[src/rtl/cmpn_pkg.sv]
package cmpn_pkg;

  // Word addresses of the register bank
  localparam int ADR_CTRL    = 0;
  localparam int ADR_KBDADDR = 1;
  localparam int ADR_POWER   = 2;
  localparam int ADR_CONTRST = 3;
  localparam int ADR_BRIGHT  = 4;
  localparam int ADR_KBDSCAN = 5;
  localparam int ADR_EDGE    = 6;
  localparam int ADR_MASK    = 7;
  localparam int ADR_IRQSTAT = 8;
  localparam int ADR_FNFLAG  = 9;
  localparam int ADR_FNCODE  = 10;
  localparam int ADR_STREAM  = 11;

  // Strobes from control to datapath
  typedef struct packed {
    logic wrCtrl;
    logic wrKbdAddr;
    logic wrPower;
    logic wrContrast;
    logic wrBright;
    logic wrKbdScan;
    logic wrEdge;
    logic wrMask;
    logic clrIrq;
    logic wrFunc;
    logic popFlag;
    logic popStream;
    logic rdCap;
    logic tick;
  } strobes_t;

  // Contents of the configuration memory
  function automatic logic [7:0] cfgByte(input int idx);
    return 8'((idx * 29 + 53) % 256);
  endfunction

endpackage

[src/rtl/cmpn_ctrl.sv]
module cmpn_ctrl
  import cmpn_pkg::*;
#(
  parameter int ADDR_W = 4
) (
  input  logic              clk,
  input  logic              rstN,
  input  logic              tick,
  input  logic              wrEn,
  input  logic              rdEn,
  input  logic [ADDR_W-1:0] addr,
  input  logic              statNextNz,
  output strobes_t          stb,
  output logic              irqOut
);

  logic pinQ;

  // Address decode into strobes
  always_comb begin
    stb       = '0;
    stb.tick  = tick;
    stb.rdCap = rdEn;
    if (wrEn) begin
      case (int'(addr))
        ADR_CTRL:    stb.wrCtrl     = 1'b1;
        ADR_KBDADDR: stb.wrKbdAddr  = 1'b1;
        ADR_POWER:   stb.wrPower    = 1'b1;
        ADR_CONTRST: stb.wrContrast = 1'b1;
        ADR_BRIGHT:  stb.wrBright   = 1'b1;
        ADR_KBDSCAN: stb.wrKbdScan  = 1'b1;
        ADR_EDGE:    stb.wrEdge     = 1'b1;
        ADR_MASK:    stb.wrMask     = 1'b1;
        ADR_IRQSTAT: stb.clrIrq     = 1'b1;
        ADR_FNCODE:  stb.wrFunc     = 1'b1;
        default: ;
      endcase
    end
    if (rdEn) begin
      case (int'(addr))
        ADR_FNFLAG: stb.popFlag   = 1'b1;
        ADR_STREAM: stb.popStream = 1'b1;
        default: ;
      endcase
    end
  end

  // Interrupt pin: alternate on each tick while status is pending
  always_ff @(posedge clk) begin
    if (!rstN)     pinQ <= 1'b0;
    else if (tick) pinQ <= statNextNz ? ~pinQ : 1'b0;
  end

  assign irqOut = pinQ;

endmodule

[src/rtl/cmpn_dp.sv]
module cmpn_dp
  import cmpn_pkg::*;
#(
  parameter int          ADDR_W    = 4,
  parameter int          MEM_BYTES = 16,
  parameter logic [15:0] LOAD_MASK = 16'h6000,
  parameter logic [15:0] CODE_A    = 16'd4,
  parameter logic [15:0] CODE_B    = 16'd6,
  parameter logic [15:0] FLAG_VAL  = 16'd2
) (
  input  logic                         clk,
  input  logic                         rstN,
  input  strobes_t                     stb,
  input  logic [ADDR_W-1:0]            addr,
  input  logic [15:0]                  wrData,
  output logic [15:0]                  rdData,
  output logic                         statNextNz,
  output logic [15:0]                  irqStatQ,
  output logic [15:0]                  maskQ,
  output logic [15:0]                  flagQ,
  output logic [15:0]                  ctrlQ,
  output logic [$clog2(MEM_BYTES)-1:0] ptrQ
);

  localparam int PTR_W = $clog2(MEM_BYTES);

  logic [15:0] kbdAddrQ, powerQ, contrastQ, brightQ, kbdScanQ, edgeQ, funcQ;
  logic [15:0] rdDataQ, rdValue, statNext;
  logic [7:0]  cfgMem [MEM_BYTES];
  logic [PTR_W-1:0] ptrHi;

  // Configuration memory contents
  for (genvar g = 0; g < MEM_BYTES; g++) begin : g_cfg
    assign cfgMem[g] = cfgByte(g);
  end

  assign ptrHi = PTR_W'(ptrQ + PTR_W'(1));

  // Next interrupt status: a tick reload takes priority over a write-clear
  always_comb begin
    if (stb.tick && |(maskQ & LOAD_MASK)) statNext = maskQ;
    else if (stb.clrIrq)                   statNext = irqStatQ & ~wrData;
    else                                   statNext = irqStatQ;
  end
  assign statNextNz = |statNext;

  // Storage
  always_ff @(posedge clk) begin
    if (!rstN) begin
      ctrlQ     <= '0;
      kbdAddrQ  <= '0;
      powerQ    <= '0;
      contrastQ <= '0;
      brightQ   <= '0;
      kbdScanQ  <= '0;
      edgeQ     <= '0;
      maskQ     <= '0;
      irqStatQ  <= '0;
      funcQ     <= '0;
      flagQ     <= '0;
      ptrQ      <= '0;
      rdDataQ   <= '0;
    end else begin
      if (stb.wrCtrl)     ctrlQ     <= wrData;
      if (stb.wrKbdAddr)  kbdAddrQ  <= wrData;
      if (stb.wrPower)    powerQ    <= wrData;
      if (stb.wrContrast) contrastQ <= wrData;
      if (stb.wrBright)   brightQ   <= wrData;
      if (stb.wrKbdScan)  kbdScanQ  <= wrData;
      if (stb.wrEdge)     edgeQ     <= wrData;
      if (stb.wrMask)     maskQ     <= wrData;
      if (stb.wrFunc)     funcQ     <= wrData;
      irqStatQ <= statNext;
      if (stb.wrFunc && (wrData == CODE_A || wrData == CODE_B)) flagQ <= FLAG_VAL;
      else if (stb.popFlag)                                     flagQ <= '0;
      if (stb.popStream) ptrQ <= PTR_W'(ptrQ + PTR_W'(2));
      if (stb.rdCap)     rdDataQ <= rdValue;
    end
  end

  // Read-back selection
  always_comb begin
    case (int'(addr))
      ADR_KBDADDR: rdValue = kbdAddrQ;
      ADR_POWER:   rdValue = powerQ;
      ADR_CONTRST: rdValue = contrastQ;
      ADR_BRIGHT:  rdValue = brightQ;
      ADR_KBDSCAN: rdValue = kbdScanQ;
      ADR_EDGE:    rdValue = edgeQ;
      ADR_MASK:    rdValue = maskQ;
      ADR_IRQSTAT: rdValue = irqStatQ;
      ADR_FNFLAG:  rdValue = flagQ;
      ADR_FNCODE:  rdValue = funcQ;
      ADR_STREAM:  rdValue = {cfgMem[ptrHi], cfgMem[ptrQ]};
      default:     rdValue = '0;
    endcase
  end

  assign rdData = rdDataQ;

endmodule

[src/rtl/cmpn_regbank.sv]
module cmpn_regbank
  import cmpn_pkg::*;
#(
  parameter int          ADDR_W    = 4,
  parameter int          MEM_BYTES = 16,
  parameter logic [15:0] LOAD_MASK = 16'h6000,
  parameter logic [15:0] CODE_A    = 16'd4,
  parameter logic [15:0] CODE_B    = 16'd6,
  parameter logic [15:0] FLAG_VAL  = 16'd2
) (
  input  logic              clk,
  input  logic              rstN,
  input  logic              tick,
  input  logic              wrEn,
  input  logic              rdEn,
  input  logic [ADDR_W-1:0] addr,
  input  logic [15:0]       wrData,
  output logic [15:0]       rdData,
  output logic              irqOut
);

  localparam int PTR_W = $clog2(MEM_BYTES);

  strobes_t         stb;
  logic             statNextNz;
  logic [15:0]      irqStatQ, maskQ, flagQ, ctrlQ;
  logic [PTR_W-1:0] ptrQ;

  cmpn_ctrl #(.ADDR_W(ADDR_W)) ctrl_i (
    .clk(clk), .rstN(rstN), .tick(tick), .wrEn(wrEn), .rdEn(rdEn),
    .addr(addr), .statNextNz(statNextNz), .stb(stb), .irqOut(irqOut)
  );

  cmpn_dp #(
    .ADDR_W(ADDR_W), .MEM_BYTES(MEM_BYTES), .LOAD_MASK(LOAD_MASK),
    .CODE_A(CODE_A), .CODE_B(CODE_B), .FLAG_VAL(FLAG_VAL)
  ) dp_i (
    .clk(clk), .rstN(rstN), .stb(stb), .addr(addr), .wrData(wrData),
    .rdData(rdData), .statNextNz(statNextNz), .irqStatQ(irqStatQ),
    .maskQ(maskQ), .flagQ(flagQ), .ctrlQ(ctrlQ), .ptrQ(ptrQ)
  );

endmodule

[config.mk]
export PLATFORM = sky130hd
export DESIGN_NAME = cmpn_regbank
export DESIGN_NICKNAME = d
export VERILOG_FILES = /design/src/rtl/cmpn_pkg.sv /design/src/rtl/cmpn_ctrl.sv /design/src/rtl/cmpn_dp.sv /design/src/rtl/cmpn_regbank.sv
export SDC_FILE = /design/constraint.sdc
export NUM_CORES = 1
export LEC_CHECK = 0
export BUFFER_PORTS_ARGS = -buffer_cell sky130_fd_sc_hd__buf_4
export CORE_ASPECT_RATIO = 1.75
export CORE_MARGIN = 2
export CORE_UTILIZATION = 30
export CTS_CLUSTER_DIAMETER = 50
export DETAILED_ROUTE_END_ITERATION = 10
export RECOVER_POWER = 100
export SLEW_MARGIN = 25
export SYNTH_ARGS = -nofsm -noshare
export SYNTH_HDL_FRONTEND = slang
export SYNTH_HIERARCHICAL = 1
export SYNTH_SLANG_ARGS = --single-unit
export TNS_END_PERCENT = 30
[constraint.sdc]
create_clock -name clk -period 2.2 [get_ports clk]
set_input_delay 0.22 -clock clk [delete_from_list [all_inputs] [get_ports clk]]
set_output_delay 0.22 -clock clk [all_outputs]
set_load 0.03 [all_outputs]
==> results.md <==
* Drt pass-1 iters at 5
* Clk Latency, worst-skew pair at 0.44 ns
* Critical Path, Cell by Cell: clkbuf_4 > clkbuf_4 > nand2b_1 > nor2_1 > clkbuf_1 > mux2i_1 > nor2b_1
* Net count after synthesis at 908
* Die span in x at 129 um
* Pwr Density at 703 nW/um2
* Via count at 6429
* Num Clock Sinks at 165
* Die ar. at 28800 um2
* CTS resizes at 0
* Pint at 5.05 mW
* Inst Count DP at 1243
* Post-DP HPWL at 17600 um
* Leakage Power at 2.94 nW
* Most used cell, CP: clkbuf_4
* Max Freq at 517 MHz
* Avg Inst Size Synth at 9.39 um2
* Number of I/O pins at 42
* Commonest non-fill, non-tap cells in the layout: dfxtp_1, nor2b_1, mux2i_1, nand2_1, buf_4
* Worst Skew at 0.00773 ns
* CTS Buffer Depth at 2
* Reg2reg setup slack at 0.35 ns
* Share of cells above drive strength 1 at 10.6%
* Root buffer cell: clkbuf_16
* Cts-stage hold buffer count at 0
* Worst hold slack at 0.102 ns
* Clock transition at the registers of the reported paths at 0.06 ns
* Area grow syn2layout at 14.5%
* Pre-CTS setup slack at 0.161 ns
* # Max-Cap Violations at 0
* H-Tree Depth at 4
* Pins Over Slew Limit at 0
* Worst path max stage delay at 0.54 ns
* Routability congestion estimate at 0.881
* Crit Path Max Fanout at 69
* Total power at 6.61 mW
* Core area at 27100 um2
* GRT Total Usage at 17.8%
* Commonest non-fill, non-tap cell in the layout: dfxtp_1
* WL/cell at 19.8 um
* Iter 0 DRT Violations at 448
* Status: finished, final reports clean
* Worst-margin pin slew at 0.925 ns
* Clock power frac at 45.7%
* Combinational power share at 8.2%
* Vias in the first global route at 6450
* Post-Layout Cell Count at 1274
* Largest net degree at the start of global routing at 70
* Critical path's slowest cell: clkbuf_1
* GR Overflow Total at 0
* Max IR drop VDD at 0.000530 V
* WS Path Type: primary input to flop
* Global-route wire length before repair at 38600 um
* Setup TNS at 0 ns
* DRC at 0
* Fin. Hold Viols at 0
* CTS Buf Count at 17
* Worst min-delay path class: primary input to flop
* Setup bufs post-CTS at 0
* Sequential share of power at 46.1%
* Synth Warn # at 6
* WL final at 25200 um
* Nets at 926
* Final worst-path cycle share at 87.9%
* # rows at 80
* Crit path time final at 1.93 ns
* Switching power total at 1.57 mW
* Initial Utilization at 30.3%
* Vias per std cell at 5.05
* N_diodes at 0
* Final WS setup at 0.267 ns
* RSZ-0062 raised after global routing: false
* Final ANT Viol Nets at 0
* CP endpoint kind: flop
* Final Setup Violations at 0
* Worst EP arrival at 2.26 ns
* Die H at 223 um
* Synth Instances at 875
* Worst EP required at 2.53 ns
* Initial antenna violation count at 0
* Startpoint class of the critical path: primary input
* Slew HR at 38.3%
* TritonCTS clock tree: done
* Port buffer count at 41
* Sw frac at 23.7%
* Mapped cell area at 8220 um2
power by group through the flow:
stage          sequential [mW]  clock [mW]  combinational, mW
3_5_place_dp              3.11           0              0.555
2_1_floorplan             3.12           0              0.344
5_1_grt                   3.05        3.20              0.575
4_1_cts                   3.05        3.08              0.556
3_3_place_gp              3.11           0              0.553
6_report                  3.05        3.02              0.541
worst max-delay path: cells and delay by family:
family | cells | cell delay, ns
simple gates | 3 | 0.58
buf+inv | 3 | 1.18
mux | 1 | 0.26
sequential cells by signal, indices dropped and copies added (netlist names):
register,cells
dp_i/powerQ,16
dp_i/kbdScanQ,16
dp_i/contrastQ,16
dp_i/irqStatQ,16
dp_i/ptrQ,3
dp_i/flagQ,1
dp_i/rdData,16
dp_i/funcQ,16
dp_i/edgeQ,16
dp_i/kbdAddrQ,16
dp_i/maskQ,16
dp_i/brightQ,16
ctrl_i/irqOut,1
cell type report:
| class | instances | area (um2) |
|---|---|---|
| timing repair buffer | 85 | 612 |
| clock buffer | 25 | 505 |
| multi-input combinational | 617 | 4410 |
| fill | 2812 | 17700 |
| inverter | 7 | 26.3 |
| sequential | 165 | 3300 |
| clock inverter | 6 | 91.3 |
| tap | 369 | 462 |
worst paths after layout:
check,from,end,cells past startpoint
setup reg to reg,dp_i/ptrQ[2]$_SDFFE_PN0P_,dp_i/rdData[3]$_SDFFE_PN0P_,6
setup / recovery,addr[1],dp_i/kbdScanQ[4]$_SDFFE_PN0P_,7
hold reg to reg,ctrl_i/irqOut$_SDFFE_PN0P_,ctrl_i/irqOut$_SDFFE_PN0P_,2
hold / removal,tick,ctrl_i/irqOut$_SDFFE_PN0P_,3
through the flow:
| stage | utilization (%) | area (um2) |
|---|---|---|
| floorplan | - | 8220 |
| global placement | 33.1 | 8980 |
| detailed placement | 33.1 | 8980 |
| CTS | 35.3 | 9580 |
| global route | 34.7 | 9410 |
| finish | 34.7 | 9410 |
routing by layer:
metal	part of all wire, %	GRT usage [%]	vias up
met5	0	0	-
met2	50	30.6	165
li1	-	-	3101
met1	42	21.2	3115
met4	3.5	7.61	0
met3	4.1	3.38	48
Note: power is estimated with default switching activity, not from simulation.
